## src/rtl/dep_fifo_iq.sv

```systemverilog
module dep_fifo_iq #(
  parameter int NQ    = 4,
  parameter int DEPTH = 8,
  parameter int NREG  = 32,
  parameter int IW    = 2,
  localparam int RW   = $clog2(NREG),
  localparam int QW   = $clog2(NQ)
) (
  input  logic             clk,
  input  logic             rst_n,
  input  logic             in_valid,
  input  logic [RW-1:0]    in_dst,
  input  logic [RW-1:0]    in_s0,
  input  logic [RW-1:0]    in_s1,
  input  logic             iss_hold,
  output logic             in_stall,
  output logic [IW-1:0]    iss_vld,
  output logic [IW*RW-1:0] iss_dst,
  output logic [IW*QW-1:0] iss_fifo
);
  localparam int PW = $clog2(DEPTH);
  localparam int CW = $clog2(DEPTH + 1);
  localparam int EW = 3 * RW;

  logic [EW-1:0]   mem [NQ][DEPTH];
  logic [PW-1:0]   hd  [NQ];
  logic [CW-1:0]   cnt [NQ];
  logic [EW-1:0]   head_e [NQ];
  logic [NREG-1:0] rdy, rdy_nxt;
  logic [NQ-1:0]   pop, busy, tail_hit, head_ok;
  logic [QW-1:0]   sel_q, emp_q, hit_q;
  logic            sel_ok, emp_ok, hit_ok, both_rdy, acc;
  logic [PW-1:0]   wp;

  for (genvar q = 0; q < NQ; q++) begin : g_q
    logic [PW-1:0] tl;
    logic [EW-1:0] te;
    assign tl          = hd[q] + PW'(cnt[q]) - PW'(1);
    assign te          = mem[q][tl];
    assign head_e[q]   = mem[q][hd[q]];
    assign busy[q]     = cnt[q] != '0;
    assign tail_hit[q] = busy[q] && (te[EW-1 -: RW] == in_s0 || te[EW-1 -: RW] == in_s1);
    assign head_ok[q]  = busy[q] && rdy[head_e[q][RW-1:0]] && rdy[head_e[q][2*RW-1:RW]];

    a_r8_no_overflow: assert property (@(posedge clk) disable iff (!rst_n)
      cnt[q] <= CW'(DEPTH));
    a_r8_refused_not_written: assert property (@(posedge clk) disable iff (!rst_n)
      (in_stall && !pop[q]) |=> cnt[q] == $past(cnt[q]));
    a_r9_hold_keeps: assert property (@(posedge clk) disable iff (!rst_n)
      (iss_hold && !(acc && sel_q == QW'(q))) |=> cnt[q] == $past(cnt[q]));
  end

  assign both_rdy = rdy[in_s0] & rdy[in_s1];

  always_comb begin
    emp_ok = 1'b0; emp_q = '0;
    hit_ok = 1'b0; hit_q = '0;
    for (int q = NQ - 1; q >= 0; q--) begin
      if (!busy[q])    begin emp_ok = 1'b1; emp_q = QW'(q); end
      if (tail_hit[q]) begin hit_ok = 1'b1; hit_q = QW'(q); end
    end
    if (!both_rdy && hit_ok) begin sel_ok = 1'b1;   sel_q = hit_q; end
    else                     begin sel_ok = emp_ok; sel_q = emp_q; end
  end

  assign in_stall = in_valid && (!sel_ok || cnt[sel_q] == CW'(DEPTH));
  assign acc      = in_valid && !in_stall;
  assign wp       = hd[sel_q] + PW'(cnt[sel_q]);

  always_comb begin
    int n;
    n        = 0;
    pop      = '0;
    iss_vld  = '0;
    iss_dst  = '0;
    iss_fifo = '0;
    for (int q = 0; q < NQ; q++) begin
      if (head_ok[q] && !iss_hold && n < IW) begin
        pop[q]                = 1'b1;
        iss_vld[n]            = 1'b1;
        iss_dst[n*RW +: RW]   = head_e[q][EW-1 -: RW];
        iss_fifo[n*QW +: QW]  = QW'(q);
        n++;
      end
    end
  end

  always_comb begin
    rdy_nxt = rdy;
    for (int i = 0; i < IW; i++)
      if (iss_vld[i]) rdy_nxt[iss_dst[i*RW +: RW]] = 1'b1;
    if (acc) rdy_nxt[in_dst] = 1'b0;
  end

  always_ff @(posedge clk or negedge rst_n) begin
    if (!rst_n) begin
      rdy <= '1;
      for (int q = 0; q < NQ; q++) begin
        hd[q]  <= '0;
        cnt[q] <= '0;
      end
    end else begin
      rdy <= rdy_nxt;
      for (int q = 0; q < NQ; q++) begin
        hd[q]  <= hd[q] + PW'(pop[q]);
        cnt[q] <= cnt[q] + CW'(acc && sel_q == QW'(q)) - CW'(pop[q]);
      end
    end
  end

  always_ff @(posedge clk) begin
    if (acc) mem[sel_q][wp] <= {in_dst, in_s1, in_s0};
  end

  a_r7_dispatch_clears: assert property (@(posedge clk) disable iff (!rst_n)
    acc |=> !rdy[$past(in_dst)]);
  a_r7_issue_sets: assert property (@(posedge clk) disable iff (!rst_n)
    (iss_vld[0] && !(acc && in_dst == iss_dst[RW-1:0])) |=> rdy[$past(iss_dst[RW-1:0])]);
  a_r9_hold_silent: assert property (@(posedge clk) disable iff (!rst_n)
    iss_hold |-> iss_vld == '0);

  for (genvar i = 1; i < IW; i++) begin : g_slot
    a_r6_slot_order: assert property (@(posedge clk) disable iff (!rst_n)
      iss_vld[i] |-> (iss_vld[i-1] && iss_fifo[i*QW +: QW] > iss_fifo[(i-1)*QW +: QW]));
  end
endmodule

```

## config.mk

```make
export PLATFORM = sky130hd
export DESIGN_NAME = dep_fifo_iq
export DESIGN_NICKNAME = d
export VERILOG_FILES = /design/src/rtl/dep_fifo_iq.sv
export SDC_FILE = /design/constraint.sdc
export NUM_CORES = 1
export LEC_CHECK = 0
export ABC_CLOCK_PERIOD_IN_PS = 10740
export BUFFER_PORTS_ARGS = -buffer_cell sky130_fd_sc_hd__buf_2
export CELL_PAD_IN_SITES_DETAIL_PLACEMENT = 0
export CELL_PAD_IN_SITES_GLOBAL_PLACEMENT = 2
export CORE_UTILIZATION = 45
export DETAILED_ROUTE_END_ITERATION = 16
export HOLD_SLACK_MARGIN = 0.05
export MAX_ROUTING_LAYER = met4
export PLACE_DENSITY_LB_ADDON = 0.1
export SLEW_MARGIN = 20
export SYNTH_ARGS = -nofsm -noshare
export SYNTH_HDL_FRONTEND = slang
export SYNTH_SLANG_ARGS = --single-unit
export TNS_END_PERCENT = 5
```

## constraint.sdc

```tcl
create_clock -name clk -period 10.74 [get_ports clk]
set_input_delay 1.611 -clock clk [delete_from_list [all_inputs] [get_ports clk]]
set_output_delay 1.611 -clock clk [all_outputs]
set_load 0.05 [all_outputs]
```

After elaboration in Yosys (flattened, before gate mapping)
Memories as Yosys holds them, arrays and structs flattened.
Cells that the tools add are included.

storage, ports and cells
  logic and storage cells = 277
  flip-flop bits (word level) = 60
  input bits = 19
  bits in writable memories = 480
  memories = 1
  output and inout port bits = 17

operators by class
  magnitude comparators = 36
  $add $sub $neg = 29
  equal/unequal tests = 12
  shift operators = 12
  $mul = 3
  bitwise logic cells = 19
  multiplexer cells = 109
  reduce and logical (&&, ||, !) cells = 47

memories
  name  depth  bits a word  read ports  clocked after memory_dff  wr ports  RTL line  text
  mem   4      120          4           0                         1         25        logic [EW-1:0] mem [NQ][DEPTH];

operator list
  operator                   count
  $bmux W15 S3               8
  $mux W15                   17
  $neg A32 Y33               6
  $lt A32 B3 Y1 const B      6
  $mux W32                   5
  $mux W120                  1
  $shift A2 B33 Y4 const A   3
  $shift A5 B33 Y10 const A  3
  $shiftx A2 B33 Y4 const A  3
  $shiftx A5 B33 Y10         3
  $ge A32 B1 Y1 const B      3
  $mul A32 B4 Y32 const B    3
  $lt A5 B6 Y1 const B       13
  $add A32 B2 Y32 const B    2
  $or A32 B32 Y32            2
  $bmux W1 S5                10
  $demux W15 S3              1
  $eq A5 B5 Y1               8
  $ge A4 B4 Y1 const B       9
  $not A3 Y4                 9
  $logic_and A1 B1 Y1        33
  $and A32 B32 Y32           1
  $not A32 Y32               1
  $mux W1                    31
  31 further kinds           86

Longest topological paths before layout
Gate-level depths: netlist (run 1).

  depth after elaboration = 31
  gate-level depth with buffers = 33
  mapped depth without buffers = 27

Worst setup path after synthesis (run 1)
No wires, ideal clock.

  kind = register to output
  start point = reg hd[9] (netlist name)
  end point = out iss_dst[1]
  data required time = 9.129 ns
  arrival time = 6.748 ns
  path slack = 2.381 ns
  cell stages (with the launch flop) = 26
  buffers on the path = 5
  cell sequence = dfrtp_1 > buf_2 > buf_4 > mux4_2 > mux2i_1 > buf_2 > mux2i_1 > mux2i_1 > o211ai_1 > o21ai_0 > nor3b_2 > or2_2 > inv_1 > ha_1 > buf_4 > nor2_1 > fa_1 > clkbuf_1 > nor3_1 > nand2_1 > ha_1 > nor4_1 > nand3_1 > nor4_2 > a211oi_1 > a2bb2oi_1

between the ends
  cells in the longest elaborated chain, start to end = 21
  elaborated cells between the ends (all ways) = 41
  classes of those cells = add/sub (5); mul (3); order compare (3); shift (6); mux (17); bitwise (1); reduce/logical (6)

ends and longest elaborated chain
  what                                                            RTL line  text
  start, declared                                                 26        logic [PW-1:0] hd [NQ];
  start signal, assigned by index                                 105       hd[q] <= hd[q] + PW'(pop[q]);
  $not A3 Y4 (not written as such) *                              40        assign head_e[q] = mem[q][hd[q]];
  $bmux W15 S3 *                                                  40
  $mux W15 (not written as such) * (2 in series)                  40
  $bmux W1 S5                                                     43        assign head_ok[q] = busy[q] && rdy[head_e[q][RW-1:0]] && rdy[head_e[q][2*RW-1:RW]];
  $mux W1 (not written as such)                                   43
  $logic_and A1 B1 Y1 (2 in series)                               43
  $logic_and A1 B1 Y1                                             78        if (head_ok[q] && !iss_hold && n < IW) begin
  $mux W1                                                         78
  [3 not listed]                                                  -
  $lt A32 B3 Y1                                                   78
  $logic_and A1 B1 Y1                                             78
  $mux W32                                                        78
  $mul A32 B4 Y32                                                 81        iss_dst[n*RW +: RW] = head_e[q][EW-1 -: RW];
  $neg A32 Y33                                                    81
  $shiftx A5 B33 Y10 / $shift A5 B33 Y10 (equally long branches)  81
  $bwmux W10                                                      81
  $mux W10 *                                                      78
  end, declared                                                   18        output logic [IW*RW-1:0] iss_dst,

Every way passes the cells marked *; elsewhere a longest branch is shown, timed or not. The select of a mux whose other input is x is not followed.

Worst setup path after layout (run 1)
  start point = reg hd[11] (netlist name)
  end point = out iss_dst[3]

Same word-level chain as after synthesis.

==> impl_metrics.py, run 1 <==
metrics = {
    "sta": {
        "hold_slack_ns": 0.589,
        "final-setup-viol-count": 0,
        "period_needed_ns": 10.09,
        "slew_violations": 0,
        "setup-tns-final_ns": 0,
        "worst_slew_pin_slew_ns": 1.06,
        "maxSlewHeadroom": 0.272,
        "fmax_ghz": 0.0991,
        "clock_skew_ns": 0.0231,
        "rsz0062_at_grt": "no",
        "hold_viol": 0,
        "post-route-period-util": 0.939,
    },
    "global_route": {
        "grt_pass1_wl_mm": 134,
        "grt_pass1_vias": 18800,
        "grt_overflow": 0,
        "antenna_found_initial": 3,
        "grt_use_total": 0.287,
        "grt_max_degree": 61,
    },
    "worst_hold_path": {
        "min_from": "cnt[12]$_DFF_PN0_",
        "min_path_cells": 1,
        "worst_hold_path.endpoint": "cnt[12]$_DFF_PN0_",
        "holdCritPathClass": "register to register",
    },
    "setup_path": {
        "worstPathBufferInverterCount": 5,
        "crit_type": "register to primary output",
        "path_max_fanout": 20,
        "r2r_slack_ns": 2.22,
        "start_kind": "register",
        "cp.required_ns": 9.13,
        "cpLargestDelayFamily": "simple AND/OR/NAND/NOR gates",
        "r2r_cells": 26,
        "crit_slowest_cell": "dfrtp_1",
        "critPathArrivalTime_ns": 8.48,
        "r2r_end": "rdy[11]$_DFF_PN1_",
        "critPathCaptureType": "primary output",
        "max_stage_delay_ns": 0.75,
        "r2r-start": "hd[11]$_DFF_PN0_",
    },
    "clocking": {
        "clk_latency_ns": 0.63,
        "cts_root_buf": "clkbuf_16",
        "post_cts_resized": 0,
        "h-tree-depth": 2,
        "clock_tree.buffer_depth": 3,
        "clock_sinks": 540,
        "hold_buffers": 0,
        "numCtsBuffers": 58,
        "clk_pin_slew_ns": 0.06,
        "post_cts_buffers": 0,
        "cts_tree": "yes",
    },
    "place": {
        "globalplace.congestion": 0.926,
        "port_buffers": 35,
        "dp_hpwl_mm": 60.5,
        "place_inst": 2889,
    },
    "detailed_routing": {
        "wl_mm": 92.1,
        "drc_errors": 0,
        "m1WireLength_mm": 41.0,
        "wire_per_inst_um": 30.7,
        "wl_met2_mm": 43.3,
        "top_layer_used": "met4",
        "first_pass_iters": 5,
        "via_per_inst": 6.33,
        "final_antenna_net_count": 0,
        "drtIter0Drc": 2078,
        "num_vias": 19000,
        "wl_met3_mm": 5.73,
    },
    "synthesis": {
        "syn_avg_cell_area_um2": 14.3,
        "synth.area.top_cells": "edfxtp_1 (49%), mux4_2 (13%), mux2i_1 (7.3%), dfstp_2 (2.9%), dfrtp_1 (2.4%)",
        "async_flop_share": 0.111,
        "synthFlopType": "edfxtp_1",
        "synth_seq_cells": 540,
        "syn_inst": 2059,
        "ys_seq_area_frac": 0.542,
        "syn_area_um2": 29400,
        "synth_top_area_share": 0.490,
        "yosysTopAreaCell": "edfxtp_1",
        "yosysWarnings": 0,
        "synth-edff-count": 480,
        "synth.distinct_cells": 94,
    },
    "floorplan": {
        "fp.dieH_um": 258,
        "initial_utilization": 0.456,
        "io_pins": 36,
        "rows": 93,
        "dieArea_um2": 66500,
        "coreArea_um2": 64600,
        "die_w_um": 258,
    },
    "outcome": {
        "status": "completed",
    },
    "final_layout": {
        "antenna_cells": 0,
        "final_core_util": 0.504,
        "area_growth_pct": 10.5,
        "layout_common_cells": "edfxtp_1 (480), mux2i_1 (216), mux4_2 (171)",
        "fin_nets": 2171,
        "drive_gt1_frac": 0.222,
        "layout_commonest_cell": "edfxtp_1",
        "instances_no_fill": 2998,
    },
    "flow_run": {
        "drv_cap": 0,
    },
}
## metal layers
layer	up-vias	track usage
li1	8221	-
met1	9907	0.405
met2	712	0.449
met3	133	0.0334
met4	0	0.0662
met5	-	-
## per-stage QoR
step                      cell area [um2]  worst slack (ns)
final                               32500             0.651
after floorplan                     29500              2.38
after CTS                           32500             0.475
after detailed placement            30600              1.17
after global routing                32500           0.00772
after global placement              30600              1.34
## cell families after synthesis
logic type                 synth area share
xor gates and xnor gates             0.0242
DFF                                   0.542
muxes                                 0.222
buffers and inverters                0.0343
and+or+nand+nor                      0.0737
adders and majority gates            0.0262
other                              0.000127
AOI/OAI and AO/OA                    0.0775
## worst max path at each step
stage	start	to	slack, ns	cells past startpoint
global placement	iss_hold	iss_dst[9]	1.34	24
detailed placement	hd[9]$_DFF_PN0_	iss_dst[3]	1.17	25
finish	hd[11]$_DFF_PN0_	iss_dst[3]	0.65	25
floorplan	hd[9]$_DFF_PN0_	iss_dst[1]	2.38	25
CTS	hd[9]$_DFF_PN0_	iss_dst[3]	0.47	25
global route	hd[11]$_DFF_PN0_	iss_dst[3]	0.008	25
## layout make-up
cell class / count / area [um2]
sequential: 540 / 16000
timing repair buffer: 109 / 731
tap: 855 / 1070
multi-input combinational: 1300 / 12500
clock inverter: 36 / 417
inverter: 85 / 319
clock buffer: 73 / 1550
fill: 5489 / 32000
## worst register-to-register path, delay by kind of cell, from the launching register on
kind | cells | cell delay (ns)
adder cells (fa/ha/maj) | 3 | 1.10
AND/OR/NAND/NOR | 10 | 3.23
multiplexers | 1 | 0.41
buffers and inverters | 4 | 0.76
AO/OA/AOI/OAI | 8 | 2.21
flip-flops | 1 | 0.75
## flip-flops by register name, summed over array words and instances, names as in the netlist
signal  cells
mem       480
cnt        16
rdy        32
hd         12
## synth_stat cells, types with 12 or more instances
cell,n
buf_2,38
mux4_2,171
a21o_1,17
a211oi_1,16
nor2_1,107
xor2_1,42
a22oi_1,36
nor3_1,30
inv_1,79
xnor2_1,33
nor2b_1,21
nand4_1,18
mux2_2,38
nand2_1,73
nand3b_1,17
o22a_1,28
a21oi_1,28
clkbuf_1,56
o22ai_1,28
buf_1,21
ha_1,52
nand2b_1,23
o21ai_0,48
a31oi_1,12
nand3_1,60
and3_1,14
mux2i_1,216
edfxtp_1,480
a211o_1,13
dfstp_2,32
dfrtp_1,28
Power of run 1 is left out: the tool's default activity adds up to more than one toggle a clock period on the data nets, which glitch-free logic cannot reach.
==> run 2, diff against run 1 <==
--- a/config.mk
+++ b/config.mk
@@ -5,11 +5,12 @@
 export SDC_FILE = /design/constraint.sdc
 export NUM_CORES = 1
 export LEC_CHECK = 0
+export ABC_AREA = 1
 export ABC_CLOCK_PERIOD_IN_PS = 10740
 export BUFFER_PORTS_ARGS = -buffer_cell sky130_fd_sc_hd__buf_2
 export CELL_PAD_IN_SITES_DETAIL_PLACEMENT = 0
 export CELL_PAD_IN_SITES_GLOBAL_PLACEMENT = 2
-export CORE_UTILIZATION = 45
+export CORE_UTILIZATION = 41
 export DETAILED_ROUTE_END_ITERATION = 16
 export HOLD_SLACK_MARGIN = 0.05
 export MAX_ROUTING_LAYER = met4
==> run 2 against run 1 <==
Net effect: clock-buffer cell count increased by 6; via count increased by 30%; hold slack got worse by 0.078 ns; critical path depth increased by 4; worst setup slack improved by 0.68 ns; fmax increased by 7.2%; sequential share of layout area decreased by 0.75 points; cell area increased by 1.5%; non-clock buffer count decreased by 5; cell count increased by 44%; critical endpoint is now iss_dst[4].
==> impl_metrics.py, run 2 <==
metrics = {
    "synthesis": {
        "synth-edff-count": 480,
        "synth.most_common_cell": "nand2_1",
        "syn_inst": 3327,
        "synth.distinct_cells": 63,
        "synth.area.top_cells": "edfxtp_1 (48%), nand2_1 (9.3%), a21oi_1 (5.2%), nand3_1 (5.1%), o21ai_0 (4.9%)",
        "yosysTopAreaCell": "edfxtp_1",
        "syn_avg_cell_area_um2": 8.99,
        "async_flop_share": 0.111,
        "synth_seq_cells": 540,
        "synthFlopType": "edfxtp_1",
        "ys_seq_area_frac": 0.534,
        "syn_area_um2": 29900,
        "synth.top_cells.by_count": "nand2_1 (742), edfxtp_1 (480), a21oi_1 (310)",
        "synth_top_area_share": 0.482,
        "yosysWarnings": 0,
    },
    "sta": {
        "post-route-period-util": 0.876,
        "hold_slack_ns": 0.510,
        "final-setup-viol-count": 0,
        "hold_viol": 0,
        "fmax_ghz": 0.106,
        "setup-tns-final_ns": 0,
        "rsz0062_at_grt": "no",
        "slew_violations": 0,
        "period_needed_ns": 9.41,
        "worst_slew_pin_slew_ns": 1.13,
        "clock_skew_ns": 0.0226,
        "maxSlewHeadroom": 0.244,
    },
    "place": {
        "dpl_cell_area_um2": 31000,
        "place_inst": 4208,
        "globalplace.congestion": 0.915,
        "port_buffers": 35,
        "dp_hpwl_mm": 69.2,
    },
    "setup_path": {
        "path_max_fanout": 32,
        "cpLargestDelayFamily": "simple AND/OR/NAND/NOR gates",
        "cp.required_ns": 9.13,
        "start_kind": "register",
        "crit_cells": 29,
        "r2r_cells": 28,
        "worstPathBufferInverterCount": 8,
        "crit_type": "register to primary output",
        "critPathCaptureType": "primary output",
        "max_stage_delay_ns": 0.79,
        "critical_path.most_common_cell": "nand2_1",
        "crit_slowest_cell": "fa_1",
        "critPathArrivalTime_ns": 7.80,
    },
    "clocking": {
        "post_cts_resized": 0,
        "hold_buffers": 0,
        "post_cts_buffers": 0,
        "clock_sinks": 540,
        "clk_pin_slew_ns": 0.06,
        "cts_root_buf": "clkbuf_16",
        "h-tree-depth": 2,
        "clock_tree.buffer_depth": 3,
        "cts_tree": "yes",
        "numCtsBuffers": 59,
        "clk_latency_ns": 0.64,
    },
    "global_route": {
        "antenna_found_initial": 3,
        "grt_overflow": 0,
        "grt_pass1_wl_mm": 155,
        "grt_use_total": 0.293,
        "grt_max_degree": 68,
        "grt_pass1_vias": 23200,
    },
    "final_layout": {
        "fillCellCount": 6951,
        "design_area_um2": 33000,
        "fin_nets": 3396,
        "drive_gt1_frac": 0.105,
        "layout_common_cells": "nand2_1 (742), edfxtp_1 (480), a21oi_1 (310)",
        "instances_no_fill": 4318,
        "largest_register": "mem",
        "layout_commonest_cell": "nand2_1",
        "top_regs": "mem (480), rdy (32), cnt (16)",
        "area_growth_pct": 10.5,
        "largest_reg_flops": 480,
    },
    "detailed_routing": {
        "wl_mm": 106,
        "via_per_inst": 5.70,
        "drtIter0Drc": 2487,
        "drc_errors": 0,
        "wire_per_inst_um": 24.5,
        "final_antenna_net_count": 0,
        "first_pass_iters": 6,
        "num_vias": 24600,
    },
    "outcome": {
        "status": "completed",
    },
    "floorplan": {
        "die_w_um": 272,
        "io_pins": 36,
        "rows": 98,
        "fp.dieH_um": 272,
        "initial_utilization": 0.416,
        "coreArea_um2": 71900,
        "dieArea_um2": 74000,
    },
    "worst_hold_path": {
        "min_path_cells": 1,
        "holdCritPathClass": "register to register",
    },
    "flow_run": {
        "drv_cap": 0,
    },
}
==> run 2: final cells by class <==
class	count	area [um2]	share of cell area
Multi-Input combinational cell	2339	12100	0.366
Antenna cell	1	2.50	0.0000757
Clock buffer	79	1610	0.0488
Tap cell	950	1190	0.0360
Sequential cell	540	16000	0.483
Timing Repair Buffer	104	693	0.0210
Inverter	275	1050	0.0317
Clock inverter	30	432	0.0131
==> run 2: final timing paths <==
path | startpoint | slack (ns) | end
min reg2reg | cnt[0]$_DFF_PN0_ | 0.51 | cnt[0]$_DFF_PN0_
max | hd[6]$_DFF_PN0_ | 1.33 | iss_dst[4]
min | cnt[0]$_DFF_PN0_ | 0.51 | cnt[0]$_DFF_PN0_
max reg2reg | hd[4]$_DFF_PN0_ | 2.98 | mem[1][58]$_DFFE_PP_
min in group asynchronous | rst_n | 1.22 | hd[8]$_DFF_PN0_
max in group asynchronous | rst_n | 8.83 | hd[3]$_DFF_PN0_
==> run 2: cells by family after synthesis <==
family,Yosys count,share of synthesized area
other,1,0.000125
buffers and inverters,450,0.0650
AND/OR/NAND/NOR,1461,0.214
multiplexers,3,0.00105
XOR/XNOR,53,0.0155
flip-flops,540,0.534
adder cells (fa/ha/maj),58,0.0258
AO/OA/AOI/OAI,761,0.145
==> run 2: metal layers <==
layer	share of wire	track usage	vias to the layer above
met5	0	-	-
met4	0.025	0.0738	0
met3	0.052	0.0294	176
met2	0.47	0.470	816
met1	0.45	0.398	12000
li1	-	-	11600
==> run 2: through the flow <==
stage	util	worst slack, ns
2_1_floorplan	-	3.47
3_3_place_gp	0.431	2.12
3_5_place_dp	0.431	2.04
4_1_cts	0.460	1.35
5_1_grt	0.460	0.615
6_report	0.460	1.33
==> run 2: worst reg2reg max path: cells and delay by family (launching register included) <==
| kind | cells | cell delay [ns] |
|---|---|---|
| XOR/XNOR | 1 | 0.17 |
| AO/OA/AOI/OAI | 3 | 0.73 |
| adder cells (fa/ha/maj) | 4 | 1.19 |
| AND/OR/NAND/NOR | 15 | 3.18 |
| flip-flops | 1 | 0.40 |
| buffers and inverters | 5 | 1.71 |
Power of run 2 is left out for the same reason.
